[src/rtl/board_regs_pkg.sv]
package board_regs_pkg;
  parameter int ADDR_W    = 32;
  parameter int DATA_W    = 32;
  parameter int DEC_W     = 20;
  parameter int NUM_CHARS = 8;
  parameter int CHAR_W    = 8;
  parameter int BYTE_W    = 8;

  localparam int NIB_W    = 4;
  localparam int TW_OE_W  = 2;

  localparam logic [DEC_W-1:0] OFF_SWITCH  = 20'h00200;
  localparam logic [DEC_W-1:0] OFF_LED     = 20'h00408;
  localparam logic [DEC_W-1:0] OFF_WORD    = 20'h00410;
  localparam logic [DEC_W-1:0] OFF_CHAR0   = 20'h00418;
  localparam int               CHAR_STRIDE = 8;
  localparam logic [DEC_W-1:0] OFF_SRST    = 20'h00500;
  localparam logic [DEC_W-1:0] OFF_UART_LO = 20'h00900;
  localparam logic [DEC_W-1:0] OFF_UART_HI = 20'h009FF;
  localparam logic [DEC_W-1:0] OFF_GPO     = 20'h00A00;
  localparam logic [DEC_W-1:0] OFF_TW_IN   = 20'h00B00;
  localparam logic [DEC_W-1:0] OFF_TW_OE   = 20'h00B08;
  localparam logic [DEC_W-1:0] OFF_TW_OUT  = 20'h00B10;
  localparam logic [DEC_W-1:0] OFF_TW_SEL  = 20'h00B18;

  localparam logic [DATA_W-1:0] SRST_KEY   = 32'h0000_0042;
  localparam logic [CHAR_W-1:0] CHAR_SPACE = 8'h20;

  typedef struct packed {
    logic                 sw;
    logic                 led;
    logic                 word;
    logic                 srst;
    logic                 gpo;
    logic                 tw_in;
    logic                 tw_oe;
    logic                 tw_out;
    logic                 tw_sel;
    logic                 uart;
    logic                 known;
    logic [NUM_CHARS-1:0] chr;
  } hit_t;

  function automatic logic [CHAR_W-1:0] nibble_to_ascii(input logic [NIB_W-1:0] n);
    logic [CHAR_W-1:0] wide;
    wide = {{(CHAR_W-NIB_W){1'b0}}, n};
    return (n < 4'd10) ? (8'h30 + wide) : (8'h37 + wide);
  endfunction
endpackage

[src/rtl/board_regs_decode.sv]
module board_regs_decode
  import board_regs_pkg::*;
(
  input  logic [DEC_W-1:0] offset,
  output hit_t             hit
);
  always_comb begin
    hit        = '0;
    hit.sw     = (offset == OFF_SWITCH);
    hit.led    = (offset == OFF_LED);
    hit.word   = (offset == OFF_WORD);
    hit.srst   = (offset == OFF_SRST);
    hit.gpo    = (offset == OFF_GPO);
    hit.tw_in  = (offset == OFF_TW_IN);
    hit.tw_oe  = (offset == OFF_TW_OE);
    hit.tw_out = (offset == OFF_TW_OUT);
    hit.tw_sel = (offset == OFF_TW_SEL);
    hit.uart   = (offset >= OFF_UART_LO) && (offset <= OFF_UART_HI);
    for (int i = 0; i < NUM_CHARS; i++) begin
      hit.chr[i] = (offset == OFF_CHAR0 + DEC_W'(i * CHAR_STRIDE));
    end
    hit.known = hit.sw | hit.led | hit.word | hit.srst | hit.gpo | hit.tw_in |
                hit.tw_oe | hit.tw_out | hit.tw_sel | hit.uart | (|hit.chr);
  end
endmodule

[src/rtl/board_regs_display.sv]
module board_regs_display
  import board_regs_pkg::*;
(
  input  logic                        clk,
  input  logic                        rst_n,
  input  logic                        word_we,
  input  logic [NUM_CHARS-1:0]        chr_we,
  input  logic [DATA_W-1:0]           wdata,
  output logic [NUM_CHARS*CHAR_W-1:0] chars
);
  for (genvar i = 0; i < NUM_CHARS; i++) begin : g_char
    localparam int NIB_HI = DATA_W - 1 - NIB_W * i;
    logic [CHAR_W-1:0] cur_q;
    logic [CHAR_W-1:0] nxt_d;
    logic              en;

    always_comb begin
      en    = word_we | chr_we[i];
      nxt_d = cur_q;
      if (word_we)        nxt_d = nibble_to_ascii(wdata[NIB_HI -: NIB_W]);
      else if (chr_we[i]) nxt_d = wdata[CHAR_W-1:0];
    end

    always_ff @(posedge clk or negedge rst_n) begin
      if (!rst_n)  cur_q <= CHAR_SPACE;
      else if (en) cur_q <= nxt_d;
    end

    assign chars[CHAR_W*i +: CHAR_W] = cur_q;
  end
endmodule

[src/rtl/board_regs_top.sv]
module board_regs_top
  import board_regs_pkg::*;
(
  input  logic                        clk,
  input  logic                        rst_n,
  input  logic [ADDR_W-1:0]           bus_addr,
  input  logic                        bus_wr,
  input  logic                        bus_rd,
  input  logic [DATA_W-1:0]           bus_wdata,
  output logic [DATA_W-1:0]           bus_rdata,
  output logic                        bus_rvalid,
  output logic                        bus_err,
  output logic [BYTE_W-1:0]           led_bar,
  output logic [NUM_CHARS*CHAR_W-1:0] disp_chars,
  output logic                        reset_req,
  output logic [BYTE_W-1:0]           gpo,
  output logic                        tw_scl,
  output logic                        tw_sda,
  output logic [TW_OE_W-1:0]          tw_oe,
  output logic                        tw_sel,
  input  logic                        eeprom_sda
);
  hit_t hit;
  logic unused_addr_hi;
  assign unused_addr_hi = ^bus_addr[ADDR_W-1:DEC_W];

  board_regs_decode u_decode (
    .offset (bus_addr[DEC_W-1:0]),
    .hit    (hit)
  );

  board_regs_display u_display (
    .clk     (clk),
    .rst_n   (rst_n),
    .word_we (bus_wr & hit.word),
    .chr_we  ({NUM_CHARS{bus_wr}} & hit.chr),
    .wdata   (bus_wdata),
    .chars   (disp_chars)
  );

  logic [BYTE_W-1:0]  led_q, gpo_q;
  logic [1:0]         tw_out_q;
  logic [TW_OE_W-1:0] tw_oe_q;
  logic               tw_sel_q, err_q, srst_q, rvalid_q;
  logic [DATA_W-1:0]  rdata_q;

  logic led_en, gpo_en, tw_out_en, tw_oe_en, tw_sel_en;
  logic err_d, srst_d, rvalid_d;
  logic [DATA_W-1:0] rd_val, rdata_d;

  // Next-state logic
  always_comb begin
    led_en    = bus_wr & hit.led;
    gpo_en    = bus_wr & hit.gpo;
    tw_out_en = bus_wr & hit.tw_out;
    tw_oe_en  = bus_wr & hit.tw_oe;
    tw_sel_en = bus_wr & hit.tw_sel;
    srst_d    = bus_wr & hit.srst & (bus_wdata == SRST_KEY);
    err_d     = err_q | ((bus_wr | bus_rd) & ~hit.known);

    rd_val = '0;
    if (hit.led)    rd_val[BYTE_W-1:0]  = led_q;
    if (hit.gpo)    rd_val[BYTE_W-1:0]  = gpo_q;
    if (hit.tw_in)  rd_val[1:0]         = {tw_out_q[1], eeprom_sda};
    if (hit.tw_out) rd_val[1:0]         = tw_out_q;
    if (hit.tw_oe)  rd_val[TW_OE_W-1:0] = tw_oe_q;
    if (hit.tw_sel) rd_val[0]           = tw_sel_q;

    rvalid_d = bus_rd & ~hit.uart;
    rdata_d  = rvalid_d ? rd_val : '0;
  end

  // State registers
  always_ff @(posedge clk or negedge rst_n) begin
    if (!rst_n) begin
      led_q    <= '0;
      gpo_q    <= '0;
      tw_out_q <= '0;
      tw_oe_q  <= '0;
      tw_sel_q <= 1'b0;
      err_q    <= 1'b0;
      srst_q   <= 1'b0;
      rvalid_q <= 1'b0;
      rdata_q  <= '0;
    end else begin
      if (led_en)    led_q    <= bus_wdata[BYTE_W-1:0];
      if (gpo_en)    gpo_q    <= bus_wdata[BYTE_W-1:0];
      if (tw_out_en) tw_out_q <= bus_wdata[1:0];
      if (tw_oe_en)  tw_oe_q  <= bus_wdata[TW_OE_W-1:0];
      if (tw_sel_en) tw_sel_q <= bus_wdata[0];
      err_q    <= err_d;
      srst_q   <= srst_d;
      rvalid_q <= rvalid_d;
      rdata_q  <= rdata_d;
    end
  end

  assign bus_rdata  = rdata_q;
  assign bus_rvalid = rvalid_q;
  assign bus_err    = err_q;
  assign led_bar    = led_q;
  assign gpo        = gpo_q;
  assign reset_req  = srst_q;
  assign tw_scl     = tw_out_q[1];
  assign tw_sda     = tw_out_q[0];
  assign tw_oe      = tw_oe_q;
  assign tw_sel     = tw_sel_q;
endmodule

[config.mk]
export PLATFORM = sky130hd
export DESIGN_NAME = board_regs_top
export DESIGN_NICKNAME = d
export VERILOG_FILES = /design/src/rtl/board_regs_pkg.sv /design/src/rtl/board_regs_decode.sv /design/src/rtl/board_regs_display.sv /design/src/rtl/board_regs_top.sv
export SDC_FILE = /design/constraint.sdc
export NUM_CORES = 1
export LEC_CHECK = 0
export CAP_MARGIN = 30
export CORE_ASPECT_RATIO = 0.7
export CORE_MARGIN = 2
export CORE_UTILIZATION = 30
export DETAILED_ROUTE_END_ITERATION = 8
export GPL_ROUTABILITY_DRIVEN = 0
export GPL_TIMING_DRIVEN = 0
export PLACE_DENSITY_LB_ADDON = 0.3
export SYNTH_ARGS = -nofsm -noshare
export SYNTH_HDL_FRONTEND = slang
export SYNTH_SLANG_ARGS = --single-unit
export TNS_END_PERCENT = 50
[constraint.sdc]
create_clock -name clk -period 1.7 [get_ports clk]
set_clock_uncertainty 0.15 [all_clocks]
set_input_delay 0.34 -clock clk [delete_from_list [all_inputs] [get_ports clk]]
set_output_delay 0.34 -clock clk [all_outputs]
set_load 0.03 [all_outputs]
==> PnR_summary.wiki <==
{| class="wikitable"
! Metric !! Value
|-
| Result of the run || finished with violations
|-
| Failing checks || setup timing
|-
| Via/cell ratio || 5.04
|-
| IO Port Bufs || 146
|-
| Cell count after synthesis || 577
|-
| Setup TNS || -12.67 ns
|-
| Wire length of the first global-routing pass || 32.0 mm
|-
| Reported leakage power || 4.54 nW
|-
| Power per Cell Area || 552 nW/um^2
|-
| Worst-path fanout max || 7
|-
| Post-place setup slack || -1.49 ns
|-
| Time the worst path needs with I/O delays and setup || 2.03 ns
|-
| Top-level I/O count || 189
|-
| Largest stage delay, worst path || 0.56 ns
|-
| Initial DRC Count || 322
|-
| Final critical-path share of the clock period || 119%
|-
| Final routed wire length divided by cell count || 19.4 um
|-
| Drc violations || 0
|-
| Share of post-route cells with drive strength above 1 || 36.8%
|-
| RSZ-0062 raised after global routing || yes
|-
| Fraction of registers with async set/reset || 100%
|-
| TritonCTS clock tree || built
|-
| Critical Path Source Type || input port
|-
| All-Layer GR Usage || 20.9%
|-
| Worst rel slew slack || 45.5%
|-
| Fin. max-slew vios || 0
|-
| Floorplan die area || 19600 sq um
|-
| Startpoint-to-endpoint class of the critical path || in2reg
|-
| Setup violation total in the final timing report || 88
|-
| Endpoint arrival time on the critical path || 2.12 ns
|-
| Area growth from synthesis to final layout || 65.4%
|-
| Std cell rows || 41
|-
| Final-stage net count || 911
|-
| Most frequent cells in the layout || 88 x sky130_fd_sc_hd__dfrtp_1, 88 x sky130_fd_sc_hd__dlygate4sd2_1, 62 x sky130_fd_sc_hd__buf_4
|-
| Cell-by-cell listing of the critical path || buf_12, or4b_4, buf_6, nor4_4, nand2_2, buf_6, buf_12, mux2_2
|-
| Initial core utilization || 30.7%
|-
| Worst IR drop on VDD || 0.420 mV
|-
| Slowest cell on the critical path || sky130_fd_sc_hd__or4b_4
|-
| Number of nets with antenna violations after detailed routing || 0
|-
| N_diodes || 0
|-
| Total of warnings raised by yosys || 0
|-
| Vias after detailed routing || 5376
|-
| Register-to-register path setup slack || 0.35 ns
|-
| Cell at the root of the clock tree || sky130_fd_sc_hd__clkbuf_16
|-
| Synth Cell Area || 5560 sq um
|-
| Clock Sinks || 96
|-
| Drt pass-1 iters || 5
|-
| MaxCap Viol Count || 0
|-
| Number of unique standard cell types used by synthesis || 69
|-
| Placed wire-length estimate || 14.4 mm
|-
| Die Width || 167 um
|-
| Register bit count reported by yosys || 96
|-
| Clk Latency, worst-skew pair || 0.34 ns
|-
| Max Freq || 0.493 GHz
|-
| H-tree depth || 3
|-
| Total wire length after detailed routing || 20.7 mm
|-
| Post-synth EDFFs || 0
|-
| Die Span Y || 118 um
|-
| Deepest clock path buffer count || 2
|-
| Number of global-route vias before repair || 5384
|-
| Crit path capture type || flop
|-
| Largest net degree at the start of global routing || 60
|-
| Standard cell core area || 18100 sq um
|-
| Hold Violations, Final || 0
|-
| Most used flip-flop cell after synthesis || sky130_fd_sc_hd__dfrtp_1
|-
| Clock slew seen by the registers of the worst setup and hold paths || 0.08 ns
|-
| Post-route setup slack || -0.327 ns
|-
| Seq/Total Area, Yosys || 43.4%
|-
| Number of clock buffers inserted by TritonCTS || 9
|-
| Global-route congestion overflow total || 0
|-
| Worst endpoint required time || 1.79 ns
|-
| Hold Crit Class || in2reg
|-
| Antenna violations before repair || 1
|-
| Slew at the pin with the worst max-slew slack || 0.818 ns
|-
| Final core utilization || 50.8%
|-
| Post-Synthesis Mean Instance Area || 9.63 sq um
|}
[cells by family (layout without fill, tap and decap cells)]
logic type                 Yosys count  after routing  synth area share, %
AOI/OAI and AO/OA                  136            136                 14.6
muxes                               52             52                 10.0
adders and majority gates           16             16                 3.60
and+or+nand+nor                    187            187                 19.1
buffers and inverters               78            309                 7.47
xor gates and xnor gates            11             11                 1.73
DFF                                 96             96                 43.4
other                                1             24               0.0675
[per-layer routing]
metal | global-route usage, % | up-vias | wire length, um
li1 | - | 2532 | -
met1 | 30.8 | 2595 | 9830
met2 | 30.8 | 227 | 8860
met3 | 5.62 | 20 | 1690
met4 | 4.09 | 2 | 260
met5 | 0 | - | 13
[Yosys cell counts (all sizes together), types with 3 or more instances]
cell,instances,area (sq um)
xnor2,10,87.6
nor2b,5,31.3
and3,3,18.8
nand2,61,236
o21ai,52,260
o31ai,7,52.6
nor3,18,118
dfstp,8,210
buf,33,236
mux2i,23,230
mux2,29,327
dfrtp,88,2200
nand3,17,85.1
inv,28,105
o21bai,3,22.5
a21boi,5,37.5
nor2,34,138
a21o,4,31.3
nor4,9,101
a21oi,38,190
and4,3,26.3
ha,16,200
or3,5,36.3
nor4b,5,50.0
a22oi,6,45.0
a211oi,3,22.5
clkbuf,17,73.8
or4,4,37.5
a31oi,5,31.3
nand2b,3,18.8
o211ai,4,30.0
nand4,11,87.6
[state kept, by name (all words and copies together), names as in the netlist]
signal / count
reset_req: 1
tw_out_q: 2
bus_err: 1
led_bar: 8
bus_rvalid: 1
tw_sel: 1
gpo: 8
bus_rdata: 8
u_display.g_char.cur_q: 64
tw_oe: 2
[critical path: cells and delay by family]
kind	cells	cell delay, ns
buffers and inverters	4	0.52
multiplexers	1	0.26
AND/OR/NAND/NOR	3	0.98
[report_power, final]
| group | switching (mW) | leakage, nW | internal (mW) |
|---|---|---|---|
| Sequential | 0.000279 | 1.29 | 2.28 |
| Clock | 0.920 | 0.138 | 1.08 |
| Combinational | 0.489 | 3.11 | 0.301 |
| Total | 1.41 | 4.54 | 3.67 |
[final cells by class]
class / instances / area, sq um
sequential: 96 / 2410
clock inverter: 5 / 41.3
tap: 236 / 295
inverter: 28 / 105
timing repair buffer: 216 / 2080
fill: 1684 / 8920
clock buffer: 11 / 253
buffer: 49 / 462
multi-input combinational: 426 / 3540
[path summary, 6_finish.rpt]
check / from / endpoint / cells after the start
max: bus_addr[9] / u_display.g_char[3].cur_q[1] / 8
min: bus_wdata[3] / u_display.g_char[7].cur_q[3] / 3
max reg2reg: tw_out_q[1] / bus_rdata[1] / 3
min reg2reg: u_display.g_char[6].cur_q[5] / u_display.g_char[6].cur_q[5] / 2
max in group asynchronous: rst_n / u_display.g_char[0].cur_q[5] / 3
min in group asynchronous: rst_n / u_display.g_char[6].cur_q[7] / 2
[metrics by stage]
stage | total power, mW | hold slack (ns) | area, sq um | std cells
finish | 5.08 | 0.260 | 9190 | 1067
global placement | 2.99 | 0.315 | 7550 | 982
global route | 5.26 | 0.260 | 9190 | 1067
floorplan | 2.67 | -0.106 | 5790 | 600
detailed placement | 3.00 | 0.198 | 7580 | 984
CTS | 5.07 | 0.241 | 8940 | 1063
[what timing repair did]
| action | in CTS | in global routing |
|---|---|---|
| setup buffers | 54 | 5 |
| endpoints found under the setup margin | 192 | 102 |
| gates cloned | 8 | 0 |
| hold buffers | 1 | 0 |
| gates resized for setup | 374 | 72 |
| endpoints found under the hold margin | 36 | 0 |
| pin swaps | 66 | 38 |
Power figures use the tool's default switching activity.
